--- src/rtl/pps_pkg.sv ---
package pps_pkg;

    localparam int DEF_SLOTS    = 10;
    localparam int DEF_CNT_W    = 4;
    localparam int DEF_PRE_SYMS = 16;
    localparam int DEF_THRESH   = 12;

    typedef enum logic [1:0] {
        SRCH_IDLE = 2'd0,
        SRCH_RUN  = 2'd1,
        SRCH_LOCK = 2'd2
    } srch_state_e;

    typedef enum logic {
        EDGE_FALL = 1'b0,
        EDGE_RISE = 1'b1
    } edge_e;

    // larger of two counts; a tie keeps the first (falling) operand
    function automatic logic rise_wins(input logic [7:0] f_cnt, input logic [7:0] r_cnt);
        return r_cnt > f_cnt;
    endfunction

endpackage

--- src/rtl/pps_slot_timer.sv ---
module pps_slot_timer #(
    parameter int NUM_SLOTS = 10,
    parameter int PRE_SYMS  = 16,
    parameter int SLOT_W    = 4,
    parameter int SYM_W     = 5
) (
    input  logic              clk,
    input  logic              rst,
    input  logic              restart,
    output logic [SLOT_W-1:0] slot,
    output logic [SYM_W-1:0]  sym,
    output logic              phase,
    output logic              round_end
);
    localparam logic [SLOT_W-1:0] LAST_SLOT = SLOT_W'(NUM_SLOTS - 1);
    localparam logic [SYM_W-1:0]  SETTLE    = SYM_W'(PRE_SYMS);

    always_ff @(posedge clk) begin
        if (rst || restart) begin
            slot  <= '0;
            sym   <= '0;
            phase <= 1'b0;
        end else begin
            phase <= ~phase;
            if (slot == LAST_SLOT) begin
                slot <= '0;
                sym  <= (sym == SETTLE) ? '0 : sym + 1'b1;
            end else begin
                slot <= slot + 1'b1;
            end
        end
    end

    assign round_end = (slot == LAST_SLOT) && (sym == SETTLE);


    slot_range_chk: assert property (@(posedge clk) disable iff (rst)
        (slot <= LAST_SLOT) && (sym <= SETTLE));

endmodule

--- src/rtl/pps_edge_det.sv ---
module pps_edge_det #(
    parameter bit RISING    = 1'b0,
    parameter int NUM_SLOTS = 10,
    parameter int SLOT_W    = 4
) (
    input  logic                 clk,
    input  logic                 rst,
    input  logic                 clr,
    input  logic                 pulse_in,
    input  logic                 phase,
    input  logic [SLOT_W-1:0]    slot,
    input  logic [NUM_SLOTS-1:0] acq_en,
    output logic                 hit,
    output logic [SLOT_W-1:0]    hit_slot
);
    localparam logic [SLOT_W-1:0] LAST_SLOT = SLOT_W'(NUM_SLOTS - 1);

    // one detector per slot parity; the pair alternates slot by slot
    logic [1:0] det;
    logic       sample;

    assign sample = pulse_in & acq_en[slot];

    generate
        if (RISING) begin : g_rise
            // acquire at the edge ending slot k, sample during slot k+1,
            // clear at the edge ending slot k+1
            always_ff @(posedge clk) begin
                if (rst || clr) begin
                    det <= '0;
                end else begin
                    for (int i = 0; i < 2; i++)
                        det[i] <= (1'(i) == phase) ? sample : 1'b0;
                end
            end
            assign hit      = det[~phase];
            assign hit_slot = (slot == '0) ? LAST_SLOT : slot - 1'b1;


            det_reset_chk: assert property (@(posedge clk) disable iff (rst)
                !clr |=> (det[phase] == 1'b0));
        end else begin : g_fall
            // acquire mid slot k, sample at the edge ending slot k,
            // clear mid slot k+1
            always_ff @(negedge clk) begin
                if (rst) begin
                    det <= '0;
                end else begin
                    for (int i = 0; i < 2; i++)
                        det[i] <= (1'(i) == phase) ? sample : 1'b0;
                end
            end
            assign hit      = det[phase];
            assign hit_slot = slot;
        end
    endgenerate

endmodule

--- src/rtl/pps_hist_bank.sv ---
module pps_hist_bank #(
    parameter int NUM_SLOTS = 10,
    parameter int CNT_W     = 4,
    parameter int SLOT_W    = 4
) (
    input  logic                              clk,
    input  logic                              rst,
    input  logic                              clr,
    input  logic                              count_en,
    input  logic                              hit,
    input  logic [SLOT_W-1:0]                 hit_slot,
    output logic [NUM_SLOTS-1:0][CNT_W-1:0]   cnt
);
    localparam logic [CNT_W-1:0] CNT_MAX = '1;

    logic [CNT_W-1:0] cnt_q [NUM_SLOTS];

    generate
        for (genvar g = 0; g < NUM_SLOTS; g++) begin : g_bin
            logic bump;
            assign bump = count_en && hit && (hit_slot == SLOT_W'(g));

            always_ff @(posedge clk) begin
                if (rst || clr)
                    cnt_q[g] <= '0;
                else if (bump && (cnt_q[g] != CNT_MAX))
                    cnt_q[g] <= cnt_q[g] + 1'b1;
            end

            assign cnt[g] = cnt_q[g];


            no_wrap_chk: assert property (@(posedge clk) disable iff (rst)
                (!clr && bump && (cnt_q[g] == CNT_MAX)) |=> (cnt_q[g] == CNT_MAX));
        end
    endgenerate

endmodule

--- src/rtl/pps_slot_picker.sv ---
module pps_slot_picker #(
    parameter int NUM_SLOTS = 10,
    parameter int CNT_W     = 4,
    parameter int SLOT_W    = 4
) (
    input  logic [NUM_SLOTS-1:0][CNT_W-1:0] cnt_f,
    input  logic [NUM_SLOTS-1:0][CNT_W-1:0] cnt_r,
    output logic [SLOT_W-1:0]               best_slot,
    output logic                            best_rise,
    output logic [CNT_W-1:0]                best_cnt
);
    always_comb begin
        best_slot = '0;
        best_rise = 1'b0;
        best_cnt  = '0;
        for (int i = 0; i < NUM_SLOTS; i++) begin
            logic             r_lead;
            logic [CNT_W-1:0] cand;
            r_lead = pps_pkg::rise_wins(8'(cnt_f[i]), 8'(cnt_r[i]));
            cand   = r_lead ? cnt_r[i] : cnt_f[i];
            // strict compare: the lowest index keeps a tie
            if (cand > best_cnt) begin
                best_cnt  = cand;
                best_slot = SLOT_W'(i);
                best_rise = r_lead;
            end
        end
    end

endmodule

--- src/rtl/pps_searcher.sv ---
module pps_searcher
    import pps_pkg::*;
#(
    parameter  int NUM_SLOTS  = DEF_SLOTS,
    parameter  int PRE_SYMS   = DEF_PRE_SYMS,
    parameter  int CNT_W      = DEF_CNT_W,
    parameter  int HIT_THRESH = DEF_THRESH,
    localparam int SLOT_W     = $clog2(NUM_SLOTS)
) (
    input  logic              clk,
    input  logic              rst,
    input  logic              sop,
    input  logic              pulse_in,
    output logic              found,
    output logic [SLOT_W-1:0] slot_idx,
    output logic              edge_sel,
    output logic              track_en
);
    localparam int SYM_W = $clog2(PRE_SYMS + 1);

    srch_state_e state;
    edge_e       edge_q;

    logic [SLOT_W-1:0] slot;
    logic [SYM_W-1:0]  sym;
    logic              phase;
    logic              round_end;

    logic [NUM_SLOTS-1:0] acq_en;
    logic                 hit_f, hit_r;
    logic [SLOT_W-1:0]    hit_slot_f, hit_slot_r;

    logic [NUM_SLOTS-1:0][CNT_W-1:0] cnt_f, cnt_r;
    logic [SLOT_W-1:0]               best_slot;
    logic                            best_rise;
    logic [CNT_W-1:0]                best_cnt;

    logic accept, hist_clr, count_en, in_preamble;

    pps_slot_timer #(
        .NUM_SLOTS(NUM_SLOTS), .PRE_SYMS(PRE_SYMS), .SLOT_W(SLOT_W), .SYM_W(SYM_W)
    ) u_timer (
        .clk(clk), .rst(rst), .restart(sop),
        .slot(slot), .sym(sym), .phase(phase), .round_end(round_end)
    );

    // detector enables: every slot while the preamble runs, one slot after lock
    assign in_preamble = (state == SRCH_RUN) && (sym < SYM_W'(PRE_SYMS));

    generate
        for (genvar g = 0; g < NUM_SLOTS; g++) begin : g_en
            assign acq_en[g] = in_preamble ||
                               ((state == SRCH_LOCK) && (slot_idx == SLOT_W'(g)));
        end
    endgenerate

    pps_edge_det #(.RISING(1'b0), .NUM_SLOTS(NUM_SLOTS), .SLOT_W(SLOT_W)) u_det_fall (
        .clk(clk), .rst(rst), .clr(sop), .pulse_in(pulse_in), .phase(phase),
        .slot(slot), .acq_en(acq_en), .hit(hit_f), .hit_slot(hit_slot_f)
    );

    pps_edge_det #(.RISING(1'b1), .NUM_SLOTS(NUM_SLOTS), .SLOT_W(SLOT_W)) u_det_rise (
        .clk(clk), .rst(rst), .clr(sop), .pulse_in(pulse_in), .phase(phase),
        .slot(slot), .acq_en(acq_en), .hit(hit_r), .hit_slot(hit_slot_r)
    );

    assign accept   = (best_cnt >= CNT_W'(HIT_THRESH));
    assign count_en = (state == SRCH_RUN);
    assign hist_clr = sop || ((state == SRCH_RUN) && round_end && !accept);

    pps_hist_bank #(.NUM_SLOTS(NUM_SLOTS), .CNT_W(CNT_W), .SLOT_W(SLOT_W)) u_hist_fall (
        .clk(clk), .rst(rst), .clr(hist_clr), .count_en(count_en),
        .hit(hit_f), .hit_slot(hit_slot_f), .cnt(cnt_f)
    );

    pps_hist_bank #(.NUM_SLOTS(NUM_SLOTS), .CNT_W(CNT_W), .SLOT_W(SLOT_W)) u_hist_rise (
        .clk(clk), .rst(rst), .clr(hist_clr), .count_en(count_en),
        .hit(hit_r), .hit_slot(hit_slot_r), .cnt(cnt_r)
    );

    pps_slot_picker #(.NUM_SLOTS(NUM_SLOTS), .CNT_W(CNT_W), .SLOT_W(SLOT_W)) u_pick (
        .cnt_f(cnt_f), .cnt_r(cnt_r),
        .best_slot(best_slot), .best_rise(best_rise), .best_cnt(best_cnt)
    );

    always_ff @(posedge clk) begin
        if (rst) begin
            state    <= SRCH_IDLE;
            found    <= 1'b0;
            slot_idx <= '0;
            edge_q   <= EDGE_FALL;
            track_en <= 1'b0;
        end else if (sop) begin
            state    <= SRCH_RUN;
            found    <= 1'b0;
            slot_idx <= '0;
            edge_q   <= EDGE_FALL;
            track_en <= 1'b0;
        end else begin
            track_en <= 1'b0;
            if ((state == SRCH_RUN) && round_end && accept) begin
                state    <= SRCH_LOCK;
                found    <= 1'b1;
                slot_idx <= best_slot;
                edge_q   <= best_rise ? EDGE_RISE : EDGE_FALL;
                track_en <= 1'b1;
            end
        end
    end

    assign edge_sel = edge_q;


    track_pulse_chk: assert property (@(posedge clk) disable iff (rst)
        track_en |=> !track_en);


    hold_result_chk: assert property (@(posedge clk) disable iff (rst)
        (found && !sop) |=> (found && $stable(slot_idx) && $stable(edge_sel)));


    accept_min_chk: assert property (@(posedge clk) disable iff (rst)
        $rose(found) |-> ($past(best_cnt) >= CNT_W'(HIT_THRESH)));


    decide_time_chk: assert property (@(posedge clk) disable iff (rst)
        $rose(found) |-> $past(round_end));


    locked_enable_chk: assert property (@(posedge clk) disable iff (rst)
        (state == SRCH_LOCK) |-> ($onehot0(acq_en) && ((acq_en == '0) || acq_en[slot_idx])));

endmodule

--- config.mk ---
export PLATFORM = sky130hd
export DESIGN_NAME = pps_searcher
export DESIGN_NICKNAME = d
export VERILOG_FILES = /design/src/rtl/pps_pkg.sv /design/src/rtl/pps_slot_timer.sv /design/src/rtl/pps_edge_det.sv /design/src/rtl/pps_hist_bank.sv /design/src/rtl/pps_slot_picker.sv /design/src/rtl/pps_searcher.sv
export SDC_FILE = /design/constraint.sdc
export NUM_CORES = 1
export LEC_CHECK = 0
export CORE_MARGIN = 8
export CORE_UTILIZATION = 45
export DETAILED_ROUTE_END_ITERATION = 10
export GPL_TIMING_DRIVEN = 0
export PLACE_DENSITY_LB_ADDON = 0.2
export SLEW_MARGIN = 20
export SYNTH_ARGS = -nofsm -noshare
export SYNTH_HDL_FRONTEND = slang
export SYNTH_SLANG_ARGS = --single-unit
--- constraint.sdc ---
create_clock -name clk -period 13.4 [get_ports clk]
set_input_delay 2.01 -clock clk [delete_from_list [all_inputs] [get_ports clk]]
set_output_delay 2.01 -clock clk [all_outputs]
set_load 0.01 [all_outputs]
==> flow_summary_export.csv <==
group,metric,value,unit
place,hpwlAfterDp,15800,um
place,dpl-instance-area,0.00891,mm2
synthesis,synth_edf_count,80,
status,status,"finished clean",
final_layout,fin_area,0.0110,mm2
clock_tree,numCtsBuffers,9,
synthesis,syn_inst,938,
floorplan,fp.dieW,153,um
global_route,grt.overflow.total,0,
global_route,grt_pass1_wl,34800,um
route,drt_first_iter_violations,450,
clock_tree,clk_latency,0.41,ns
worst_setup_path,path_max_fanout,11,
final_layout,n_antenna_cell,0,
final_layout,instances_no_fill,1292,
sta,fmax,75.3,MHz
sta,setup_viol,0,
floorplan,pin_count,11,
synthesis,synth_cell_types,79,
worst_setup_path,path_class,"register to register",
clock_tree,ctsHtreeMaxLevel,3,
sta,timing.final.crit_share,0.991,
final_layout,fill_cells,1527,
global_route,grt_max_degree,18,
sta,relSlewSlack,0.389,
sta,clock_skew,0.0644,ns
worst_setup_path,cp_slowest_stage_delay,0.42,ns
global_route,grt_usage,0.183,
route,viasPerCell,5.76,
global_route,grt_antenna_before_repair,0,
synthesis,syn_nets,1037,
synthesis,ys_seq_elements,102,
worst_setup_path,slowest_stage,"edfxtp_1",
clock_tree,cts-root-buf,"clkbuf_16",
synthesis,avgSynthCellArea,9.05,um2
final_layout,drive_above_1_share,0.293,
final_layout,regArea,0.00284,mm2
worst_setup_path,cp.required,13.59,ns
clock_tree,cts.sinks,102,
sta,fin_setup_tns,0,ns
sta,finalWorstSetupSlack,0.123,ns
worst_setup_path,crit_top_cell,"ha_4",
floorplan,die_area,0.0235,mm2
synthesis,ys.flop_type,"edfxtp_1",
synthesis,async_flop_share,0,
route,drt_drc_violations_left,0,
floorplan,coreArea,0.0186,mm2
job,maxCapViolCount,0,
final_layout,multi_input_area,0.00624,mm2
sta,fin_crit,13.28,ns
floorplan,fp-row-count,50,
route,drt-total-wl,23700,um
synthesis,synth_area,0.00849,mm2
synthesis,synth_seq_area_share,0.335,
final_layout,nets,1152,
floorplan,die_height,153,um
worst_setup_path,critPathArrivalTime,13.47,ns
route,routedWlPerCell,18.3,um
synthesis,yosys_warnings,0,
hold_path,hp-class,"register to register",
sta,slew_viol_final,0,
place,io_buffers,10,
floorplan,start_util,0.457,
clock_tree,clockBufferDepth,2,
global_route,grt_pass1_vias,6893,
final_layout,area_delta_synth_final,29.6,%
route,via_count,7446,
place,placedCellCount,1182,
place,gp_routability_congestion,0.859,
place,post-place-ws,-2.72,ns
sta,grt_setup_unrepaired,"true",
clock_tree,cts_tree,"done",
worst_setup_path,end_kind,"register",
sta,tightest_slew,0.904,ns
worst_setup_path,r2r_slack,0.12,ns
clock_tree,clkTransAtPathRegs,0.08,ns
route,antenna_left,0,
sta,finalHoldViolations,0,
route,firstDrtPassIters,7,
worst_setup_path,startpoint_type,"register",
synth_stat cells (3+ instances only):
| cell type | number | share of area |
|---|---|---|
| mux2_2 | 19 | 0.025 |
| a31o_2 | 3 | 0.0031 |
| dfxtp_1 | 22 | 0.052 |
| mux2i_1 | 25 | 0.029 |
| nor2b_1 | 14 | 0.010 |
| or3_1 | 5 | 0.0037 |
| clkbuf_1 | 11 | 0.0049 |
| nand2_1 | 77 | 0.034 |
| o21ai_1 | 3 | 0.0018 |
| a211oi_2 | 3 | 0.0044 |
| nand2b_1 | 15 | 0.011 |
| a22oi_1 | 3 | 0.0027 |
| a41o_1 | 7 | 0.0083 |
| buf_2 | 3 | 0.0018 |
| or2_2 | 6 | 0.0044 |
| a31oi_1 | 13 | 0.0096 |
| ha_1 | 95 | 0.14 |
| nor3_1 | 44 | 0.026 |
| a21oi_2 | 3 | 0.0031 |
| inv_1 | 84 | 0.037 |
| nor3_2 | 13 | 0.015 |
| a21oi_1 | 39 | 0.023 |
| o211ai_1 | 8 | 0.0071 |
| edfxtp_1 | 80 | 0.28 |
| o21ai_0 | 44 | 0.026 |
| and2_1 | 8 | 0.0059 |
| and3_1 | 8 | 0.0059 |
| nand3_1 | 52 | 0.031 |
| xnor2_1 | 35 | 0.036 |
| a21o_1 | 6 | 0.0053 |
| nand4_1 | 18 | 0.013 |
| a311o_1 | 4 | 0.0047 |
| buf_6 | 3 | 0.0040 |
| nor2_1 | 92 | 0.041 |
| xor2_1 | 15 | 0.015 |
| o21a_1 | 4 | 0.0035 |
area by class of cell:
class,count,share of cell area
multi-input cells,735,0.567
flip-flops and latches,102,0.258
repair buffers,104,0.0786
inverters,83,0.0283
well taps,234,0.0266
clock buffers,9,0.0205
plain buffers,16,0.0130
clock inverters,9,0.00773
through the flow:
stage / hold WS, ns / util
after floorplan: 0.457 / -
after global placement: 0.461 / 0.479
after detailed placement: 0.460 / 0.479
after CTS: 0.476 / 0.536
after global routing: 0.491 / 0.592
final: 0.465 / 0.592
cell families (layout without fill, tap and decap cells):
family                   after synthesis  count (layout)  synth area share
multiplexers                          45              45            0.0565
buffers and inverters                101             221            0.0478
AND/OR/NAND/NOR                      368             368             0.220
flip-flops                           102             102             0.335
adder cells (fa/ha/maj)               95              95             0.140
XOR/XNOR                              50              50            0.0516
AO/OA/AOI/OAI                        177             177             0.149
critical path: cells and delay by family (launching register included):
family | cells | cell delay (ns)
AOI/OAI and AO/OA | 28 | 4.45
DFF | 1 | 0.42
buffers and inverters | 8 | 0.96
muxes | 4 | 1.27
adders and majority gates | 10 | 2.66
and+or+nand+nor | 21 | 3.34
placed cells by master, fill, tap and decap left out, types with 12 or more instances in the layout:
cell type / count
inv_1: 78
nor2_1: 87
nor3_2: 20
mux2i_1: 20
nand2b_1: 15
nor3_1: 35
o21ai_0: 25
nand2_2: 16
mux2_2: 16
buf_4: 90
xor2_1: 15
nand3_1: 51
edfxtp_1: 80
nand2_1: 49
nand4_1: 18
a21oi_1: 27
ha_1: 75
o21ai_2: 12
dfxtp_1: 22
ha_4: 15
xnor2_1: 35
metal layers:
layer,track usage,vias up,share of wire
li1,-,3661,-
met1,0.243,3550,0.45
met2,0.307,184,0.49
met3,0.0228,51,0.040
met4,0.0532,0,0.027
met5,0,-,0
worst paths after layout:
path / depth (start not counted) / startpoint / endpoint
setup reg to reg: 71 / u_hist_rise.cnt_q[1][1]$_SDFFCE_PN0P_ / u_hist_rise.cnt_q[3][1]$_SDFFCE_PN0P_
hold reg to reg: 2 / edge_sel$_SDFFE_PP0P_ / edge_sel$_SDFFE_PP0P_
setup / recovery: 71 / u_hist_rise.cnt_q[1][1]$_SDFFCE_PN0P_ / u_hist_rise.cnt_q[3][1]$_SDFFCE_PN0P_
hold / removal: 2 / edge_sel$_SDFFE_PP0P_ / edge_sel$_SDFFE_PP0P_
repair_timing:
item,CTS,global route
cloned,1,2
hold buffers,0,0
pin swaps,29,54
resized for setup,79,139
setup buffers,52,40
setup endpoints to repair,136,136
state kept, by name, summed over array words and instances, names as in the netlist:
name	count
u_hist_rise.cnt_q	40
u_det_rise.det	2
slot_idx	4
u_timer.sym	5
track_en	1
state	2
u_hist_fall.cnt_q	40
u_det_fall.det	2
edge_sel	1
u_timer.slot	4
u_timer.phase	1
Power is not shown: default switching activity piles up to over one toggle a cycle in this logic, so the estimate is an artifact.
